--- config.mk ---
export PLATFORM = sky130hd
export DESIGN_NAME = mxlf_top
export DESIGN_NICKNAME = d
export VERILOG_FILES = /design/src/rtl/mxlf_pkg.sv /design/src/rtl/mxlf_cfg_store.sv /design/src/rtl/mxlf_leg_sel.sv /design/src/rtl/mxlf_sel_tree.sv /design/src/rtl/mxlf_top.sv
export SDC_FILE = /design/constraint.sdc
export NUM_CORES = 1
export LEC_CHECK = 0
export ABC_AREA = 1
export BUFFER_PORTS_ARGS = -buffer_cell sky130_fd_sc_hd__buf_2
export CORE_AREA = 2 2 43 45
export CTS_BUF_LIST = sky130_fd_sc_hd__clkbuf_16
export DETAILED_ROUTE_END_ITERATION = 6
export DIE_AREA = 0 0 45 47
export MAX_ROUTING_LAYER = met4
export PLACE_DENSITY = 0.76
export SYNTH_ARGS = -nofsm -noshare
export SYNTH_HDL_FRONTEND = slang
export SYNTH_SLANG_ARGS = --single-unit
--- constraint.sdc ---
create_clock -name clk -period 1.3 [get_ports clk]
set_input_delay 0.065 -clock clk [delete_from_list [all_inputs] [get_ports clk]]
set_output_delay 0.065 -clock clk [all_outputs]
set_load 0.03 [all_outputs]
--- src/rtl/mxlf_pkg.sv ---
package mxlf_pkg;

   localparam int unsigned MXLF_MIN_VARS = 2;
   localparam int unsigned MXLF_MAX_VARS = 6;
   localparam int unsigned MXLF_CODE_W   = 2;

   // Leg source codes; the encoding is part of the write interface.
   typedef enum logic [MXLF_CODE_W-1:0] {
      SRC_ZERO = 2'b00,
      SRC_ONE  = 2'b01,
      SRC_TRUE = 2'b10,
      SRC_COMP = 2'b11
   } src_code_e;

   // Value a leg carries for a given code and data variable.
   function automatic logic leg_value(input src_code_e code, input logic dvar);
      logic v;
      unique case (code)
         SRC_ZERO: v = 1'b0;
         SRC_ONE:  v = 1'b1;
         SRC_TRUE: v = dvar;
         SRC_COMP: v = ~dvar;
         default:  v = 1'b0;
      endcase
      return v;
   endfunction

endpackage

--- src/rtl/mxlf_cfg_store.sv ---
module mxlf_cfg_store
   import mxlf_pkg::*;
#(
   parameter  int unsigned IDX_W   = 3,
   localparam int unsigned ENTRIES = 1 << IDX_W
) (
   input  logic                        clk,
   input  logic                        rst_n,
   input  logic                        we_i,
   input  logic [IDX_W-1:0]            addr_i,
   input  logic [MXLF_CODE_W-1:0]      code_i,
   output src_code_e [ENTRIES-1:0]     codes_o
);

   src_code_e wr_code;
   assign wr_code = src_code_e'(code_i);

   for (genvar e = 0; e < ENTRIES; e++) begin : g_entry
      logic      hit;
      src_code_e cur;

      assign hit = we_i && (addr_i == IDX_W'(e));

      always_ff @(posedge clk or negedge rst_n) begin
         if (!rst_n) begin
            cur <= SRC_ZERO;
         end else if (hit) begin
            cur <= wr_code;
         end
      end

      assign codes_o[e] = cur;
   end

endmodule

--- src/rtl/mxlf_leg_sel.sv ---
module mxlf_leg_sel
   import mxlf_pkg::*;
#(
   parameter  int unsigned IDX_W   = 3,
   localparam int unsigned ENTRIES = 1 << IDX_W
) (
   input  src_code_e [ENTRIES-1:0] codes_i,
   input  logic                    dvar_i,
   output logic [ENTRIES-1:0]      legs_o
);

   logic dvar_n;
   assign dvar_n = ~dvar_i;

   for (genvar e = 0; e < ENTRIES; e++) begin : g_leg
      logic v;
      always_comb begin
         unique case (codes_i[e])
            SRC_ZERO: v = 1'b0;
            SRC_ONE:  v = 1'b1;
            SRC_TRUE: v = dvar_i;
            SRC_COMP: v = dvar_n;
            default:  v = leg_value(codes_i[e], dvar_i);
         endcase
      end
      assign legs_o[e] = v;
   end

endmodule

--- src/rtl/mxlf_sel_tree.sv ---
module mxlf_sel_tree #(
   parameter  int unsigned IDX_W    = 3,
   parameter  bit          USE_TREE = 1'b1,
   localparam int unsigned ENTRIES  = 1 << IDX_W,
   localparam int unsigned NODES    = 2 * ENTRIES - 1
) (
   input  logic [ENTRIES-1:0] legs_i,
   input  logic [IDX_W-1:0]   sel_i,
   output logic               y_o
);

   if (USE_TREE) begin : g_tree
      // Heap layout: node 0 is the root, leaves sit at ENTRIES-1+k.
      logic [NODES-1:0] node;

      for (genvar k = 0; k < ENTRIES; k++) begin : g_leaf
         assign node[ENTRIES-1+k] = legs_i[k];
      end

      for (genvar i = 0; i < ENTRIES - 1; i++) begin : g_stage
         localparam int unsigned DEPTH = $clog2(i + 2) - 1;
         localparam int unsigned SBIT  = IDX_W - 1 - DEPTH;
         assign node[i] = sel_i[SBIT] ? node[2*i+2] : node[2*i+1];
      end

      assign y_o = node[0];
   end else begin : g_flat
      assign y_o = legs_i[sel_i];
   end

endmodule

--- src/rtl/mxlf_top.sv ---
module mxlf_top
   import mxlf_pkg::*;
#(
   parameter  int unsigned NUM_VARS = 4,
   parameter  bit          USE_TREE = 1'b1,
   localparam int unsigned IDX_W    = NUM_VARS - 1,
   localparam int unsigned ENTRIES  = 1 << IDX_W
) (
   input  logic                   clk,
   input  logic                   rst_n,
   input  logic [NUM_VARS-1:0]    vars_i,
   input  logic                   cfg_we_i,
   input  logic [IDX_W-1:0]       cfg_addr_i,
   input  logic [MXLF_CODE_W-1:0] cfg_code_i,
   output logic                   func_o
);

   if (NUM_VARS < MXLF_MIN_VARS || NUM_VARS > MXLF_MAX_VARS) begin : g_bad_vars
      $error("mxlf_top: NUM_VARS out of supported range");
   end

   src_code_e [ENTRIES-1:0] codes;
   logic      [ENTRIES-1:0] legs;
   logic                    dvar;
   logic      [IDX_W-1:0]   sel;

   assign dvar = vars_i[NUM_VARS-1];
   assign sel  = vars_i[IDX_W-1:0];

   mxlf_cfg_store #(.IDX_W(IDX_W)) u_store (
      .clk     (clk),
      .rst_n   (rst_n),
      .we_i    (cfg_we_i),
      .addr_i  (cfg_addr_i),
      .code_i  (cfg_code_i),
      .codes_o (codes)
   );

   mxlf_leg_sel #(.IDX_W(IDX_W)) u_legs (
      .codes_i (codes),
      .dvar_i  (dvar),
      .legs_o  (legs)
   );

   mxlf_sel_tree #(.IDX_W(IDX_W), .USE_TREE(USE_TREE)) u_sel (
      .legs_i (legs),
      .sel_i  (sel),
      .y_o    (func_o)
   );

endmodule

==> impl_metrics.py, run 1 <==
metrics = {
    "run_status": {
        "status": "finished, final reports clean",
    },
    "worst_setup_path": {
        "start_kind": "flop",
        "endpoint_kind": "primary output",
        "max_stage_delay_ps": 370,
        "crit_chain": "nand2_1 -> nand2_1 -> nand3_1 -> nand3_1 -> nand3b_1 -> nand2_1 -> buf_6",
        "crit_type": "flop to primary output",
        "cp_max_fo": 3,
        "slowest_stage": "dfrtp_1",
        "path_common_cell": "nand2_1",
        "required_ps": 1240,
        "path_buf_inv": 1,
        "cp_top_family": "simple AND/OR/NAND/NOR gates",
        "arrival_ps": 1190,
    },
    "flow_run": {
        "timing.max_cap.violations": 0,
    },
    "sta": {
        "tns_ps": 0,
        "fmax_mhz": 797.6,
        "tightest_slew_ps": 351.3,
        "final.setup_skew_ps": 0,
        "slew_viol_final": 0,
        "min_period_ps": 1254,
        "grt_setup_unrepaired": "true",
        "hold_ws_ps": 70.02,
        "setup_violations": 0,
        "slew_headroom": 0.7658,
        "finalCritPeriodShare": 0.9645,
        "final-hold-violation-count": 0,
    },
    "floorplanning": {
        "die_w_um": 45,
        "num_io_pins": 13,
        "die_h_um": 47,
        "rows": 15,
        "start_util": 0.5356,
        "core_area_mm2": 0.001652,
        "dieArea_mm2": 0.002115,
    },
    "synthesis": {
        "netlist_area_um2": 884.6,
        "yosysTopAreaCell": "dfrtp_1",
        "synth.area.top_cells": "dfrtp_1 45%, nand2_1 16%, nand3_1 11%, o21ai_0 8.5%, inv_1 6.8%",
        "synth_top_area_frac": 0.4526,
        "ys_seq_area_frac": 0.4526,
        "avgSynthCellArea_um2": 7.497,
        "synth-warning-count": 0,
        "postSynthCellCount": 118,
        "syn_nets": 130,
        "ys_seq_elements": 16,
        "synth_cell_types": 13,
    },
    "grt": {
        "grt_pass1_vias": 719,
        "grt_start_max_net_pins": 17,
        "grt_usage": 0.2114,
        "grt_pass1_wl_um": 2973,
        "grt_antenna_before_repair": 0,
        "overflow": 0,
    },
    "power": {
        "powerDensity_mw_per_mm2": 1504,
        "peakVddDrop_mv": 0.9996,
        "finalPower_mw": 1.543,
        "power.leakage_nw": 0.5275,
    },
    "final_layout": {
        "insertedDiodeCount": 0,
        "largest_register": "u_store.g_entry.cur",
        "largest_reg_flops": 16,
        "drive_gt1_frac": 0.1591,
        "reg_top3": "u_store.g_entry.cur: 16 flops",
        "final_common_cell": "nand2_1",
        "final_nets": 146,
        "final_cell_mix": "37 x nand2_1, 19 x nand3_1, 16 x inv_1, 16 x dfrtp_1, 15 x o21ai_0",
        "fillers": 169,
        "area_growth_pct": 15.98,
        "postLayoutCellArea_mm2": 0.001026,
    },
    "drt": {
        "drtAntennaViolNets": 0,
        "firstDrtPassIters": 4,
        "routedWlPerCell_um": 12.44,
        "drcViolationCount": 0,
        "vias": 799,
        "vias_per_cell": 5.362,
        "drt-total-wl_um": 1853,
        "initialDrtViolationCount": 20,
    },
    "clock_tree": {
        "htree_num_levels": 1,
        "root_buffer": "clkbuf_16",
        "cts.path.max_buffers": 2,
        "clk_latency_ps": 240,
        "clkSlewWorstSetupHoldPaths_ps": 50,
        "cts_setup_buffers": 0,
        "cts_buffers": 3,
        "clock_sinks": 16,
        "tritoncts": "built",
    },
    "placed_design": {
        "place_congestion": 0.8215,
        "postPlaceCellArea_um2": 934.6,
        "dp_hpwl_um": 1325,
        "io_buffers": 12,
    },
    "worst_hold_path": {
        "min_path_type": "primary input to flop",
    },
}
## Yosys cell counts
master,n
a21oi_1,1
buf_12,1
buf_6,1
dfrtp_1,16
inv_1,16
nand2_1,37
nand2_2,2
nand3_1,19
nand3_2,3
nand3b_1,1
nor2_1,5
nor3_2,1
o21ai_0,15
## cell families (layout without fill, tap and decap cells)
logic type,Yosys count,after routing,synth area share
flops,16,16,0.4526
compound gates,16,16,0.09052
simple gates,68,68,0.3536
buf+inv,18,32,0.1033
## per-layer routing
metal | wire length (µm) | GRT usage | part of all wire | vias to the layer above
li1 | - | - | - | 407
met1 | 835 | 0.2354 | 0.45 | 378
met2 | 915 | 0.3486 | 0.49 | 8
met3 | 58 | 0.05000 | 0.031 | 6
met4 | 43 | 0.1176 | 0.023 | 0
met5 | 0 | - | 0 | -
## where the power goes
part / switching, mW / leakage (nW) / total (mW) / internal [mW]
clock: 0.180 / 0.0370 / 0.583 / 0.403
sequential: 0.0846 / 0.199 / 0.679 / 0.595
combinational: 0.163 / 0.291 / 0.281 / 0.119
## worst register-to-register path, stage by stage (launching register included)
cell,delay [ps]
dfrtp_1,410
nand2_1,80
o21ai_0,80
## cell type report
type	count	area (µm²)	area share
clock buffer	3	75.07	0.07317
inverter	16	60.06	0.05854
multi-input combinational	84	392.9	0.3829
sequential	16	400.4	0.3902
tap	17	21.27	0.02073
timing repair buffer	13	76.32	0.07439
## path summary, 6_finish.rpt
check	cells past startpoint	to	slack, ps	from
max in group asynchronous	2	u_store.g_entry[7].cur[1]	780	rst_n
max reg2reg	2	u_store.g_entry[1].cur[0]	600	u_store.g_entry[1].cur[0]
min in group asynchronous	2	u_store.g_entry[2].cur[1]	260	rst_n
max	7	func_o	50	u_store.g_entry[4].cur[1]
min	3	u_store.g_entry[7].cur[0]	70	cfg_code_i[0]
min reg2reg	2	u_store.g_entry[5].cur[0]	510	u_store.g_entry[5].cur[0]
## through the flow
| stage | setup slack [ps] | instances | util |
|---|---|---|---|
| 6_report | 46.20 | 149 | 0.6212 |
| 5_1_grt | -49.31 | 149 | 0.6212 |
| 4_1_cts | 6.116 | 149 | 0.6174 |
| 3_5_place_dp | 264.7 | 145 | 0.5659 |
| 3_3_place_gp | 288.7 | 145 | 0.5659 |
| 2_1_floorplan | 360.0 | 118 | - |
## timing repair
item,in CTS,in global routing
setup endpoints to repair,0,1
hold buffers,1,0
endpoints found under the hold margin,16,0
gates resized for setup,0,3
Power figures use the tool's default switching activity.
==> run 2, diff against run 1 <==
- CORE_AREA: 2 2 43 45 -> 2 2 44 46
- DIE_AREA: 0 0 45 47 -> 0 0 46 48
- PLACE_DENSITY: 0.76 -> 0.73
==> run 2 against run 1 <==
Flip-flop and latch count is the same; design area is 0.37% higher; sequential share of layout area decreased by 0.14 points; critical endpoint unchanged.
==> impl_metrics.py, run 2 (same netlist as run 1, synthesis figures left out) <==
metrics = {
    "sta": {
        "final.setup_skew_ps": 0,
        "slew_viol_final": 0,
        "grt_setup_unrepaired": "true",
        "tns_ps": 0,
        "fmax_mhz": 797.7,
        "setup_violations": 0,
        "slew_headroom": 0.7518,
        "final-hold-violation-count": 0,
        "finalCritPeriodShare": 0.9644,
        "min_period_ps": 1254,
        "tightest_slew_ps": 372.4,
    },
    "floorplanning": {
        "core_area_mm2": 0.001689,
        "rows": 15,
        "num_io_pins": 13,
        "die_w_um": 46,
        "start_util": 0.5237,
        "dieArea_mm2": 0.002208,
        "die_h_um": 48,
    },
    "clock_tree": {
        "cts_setup_buffers": 0,
        "root_buffer": "clkbuf_16",
        "cts_buffers": 3,
        "clkSlewWorstSetupHoldPaths_ps": 50,
        "clock_sinks": 16,
        "htree_num_levels": 1,
        "cts.path.max_buffers": 2,
        "clk_latency_ps": 240,
        "tritoncts": "built",
    },
    "worst_setup_path": {
        "crit_chain": "nand2_1 -> nand2_1 -> nand3_1 -> nand3_1 -> nand3b_1 -> nand2_1 -> buf_6",
        "cp_max_fo": 3,
        "endpoint_kind": "primary output",
        "start_kind": "flop",
        "required_ps": 1240,
        "crit_type": "flop to primary output",
        "reg2reg_to": "u_store.g_entry[1].cur[1]",
        "path_buf_inv": 1,
        "cp_top_family": "simple AND/OR/NAND/NOR gates",
        "path_common_cell": "nand2_1",
        "cp.depth": 7,
        "ff2ff_path_depth": 2,
        "arrival_ps": 1190,
        "r2r_start": "u_store.g_entry[1].cur[1]",
        "max_stage_delay_ps": 400,
        "slowest_stage": "dfrtp_1",
        "r2r_slack_ps": 590,
    },
    "final_layout": {
        "insertedDiodeCount": 0,
        "instances_no_fill": 150,
        "drive_gt1_frac": 0.1579,
        "largest_register": "u_store.g_entry.cur",
        "fillers": 163,
        "largest_reg_flops": 16,
        "area_growth_pct": 16.41,
        "reg_top3": "u_store.g_entry.cur: 16 flops",
        "postLayoutCoreUtil": 0.6096,
        "final_nets": 146,
        "final_cell_mix": "37 x nand2_1, 19 x nand3_1, 16 x inv_1, 16 x dfrtp_1, 15 x o21ai_0",
        "final_common_cell": "nand2_1",
    },
    "placed_design": {
        "io_buffers": 12,
        "place_congestion": 0.8449,
        "dp_hpwl_um": 1434,
        "placed_cells": 145,
    },
    "drt": {
        "firstDrtPassIters": 4,
        "drt-total-wl_um": 1872,
        "vias": 800,
        "drtAntennaViolNets": 0,
        "routedWlPerCell_um": 12.48,
        "initialDrtViolationCount": 24,
        "drcViolationCount": 0,
        "vias_per_cell": 5.333,
    },
    "grt": {
        "grt_usage": 0.2208,
        "overflow": 0,
        "gr-usage-met2": 0.3361,
        "grt.busiest_layer": "met2",
        "grt_antenna_before_repair": 0,
        "globalRouteMet3Util": 0.05660,
        "grt_pass1_vias": 733,
        "grt_start_max_net_pins": 17,
        "grt_pass1_wl_um": 3174,
        "gr-usage-met1": 0.2742,
    },
    "flow_run": {
        "timing.max_cap.violations": 0,
    },
    "power": {
        "peakVddDrop_mv": 0.9912,
        "powerDensity_mw_per_mm2": 1513,
        "power.leakage_nw": 0.5291,
    },
    "worst_hold_path": {
        "holdPathEnd": "u_store.g_entry[7].cur[0]",
        "hp-start": "cfg_code_i[0]",
        "min_path_type": "primary input to flop",
        "min_path_cells": 3,
    },
    "run_status": {
        "status": "finished, final reports clean",
    },
}
## run 2: report_power, final
group	internal, mW	leakage, nW	switching, mW
registers	0.595	0.199	0.0895
logic	0.119	0.291	0.161
clock network	0.407	0.0385	0.187
total	1.12	0.529	0.437
## run 2: how the worst max path moves through the flow
stage,from,endpoint,slack (ps)
final,u_store.g_entry[5].cur[1],func_o,50
after global routing,u_store.g_entry[2].cur[1],func_o,-50
after CTS,u_store.g_entry[0].cur[1],func_o,20
after detailed placement,vars_i[3],func_o,260
after global placement,u_store.g_entry[7].cur[1],func_o,280
after floorplan,u_store.g_entry[4].cur[0],func_o,360
## run 2: cell type report
| cell class | count | area [µm²] | share of cell area |
|---|---|---|---|
| Clock buffer | 3 | 75.07 | 0.07290 |
| Clock inverter | 1 | 3.754 | 0.003645 |
| Inverter | 16 | 60.06 | 0.05832 |
| Multi-Input combinational cell | 84 | 392.9 | 0.3815 |
| Sequential cell | 16 | 400.4 | 0.3888 |
| Tap cell | 17 | 21.27 | 0.02066 |
| Timing Repair Buffer | 13 | 76.32 | 0.07412 |
## run 2: per-stage QoR
| stage | worst slack [ps] | area (µm²) | power, mW | hold slack (ps) |
|---|---|---|---|---|
| 3_5_place_dp | 260.7 | 934.6 | 0.9603 | -3.676 |
| 5_1_grt | -46.48 | 1030 | 1.655 | 71.01 |
| 6_report | 46.32 | 1030 | 1.558 | 67.54 |
| 4_1_cts | 17.92 | 1026 | 1.572 | 65.97 |
| 3_3_place_gp | 284.3 | 934.6 | 0.9451 | -9.542 |
| 2_1_floorplan | 360.0 | 884.6 | 0.8728 | -230.6 |
## run 2: per-layer routing
metal,wire length (µm),vias up
li1,-,409
met1,901,372
met2,863,13
met3,66,6
met4,40,0
met5,0,-
## run 2: timing repair
item,4_1_cts,5_1_grt
endpoints found under the setup margin,1,1
pin swaps,0,3
hold endpoints to repair,16,0
resized for setup,1,1
hold buffers,1,0
## run 2: worst min-delay path: stages
cell,delay [ps]
buf_2,90
nand2_1,50
o21ai_0,70
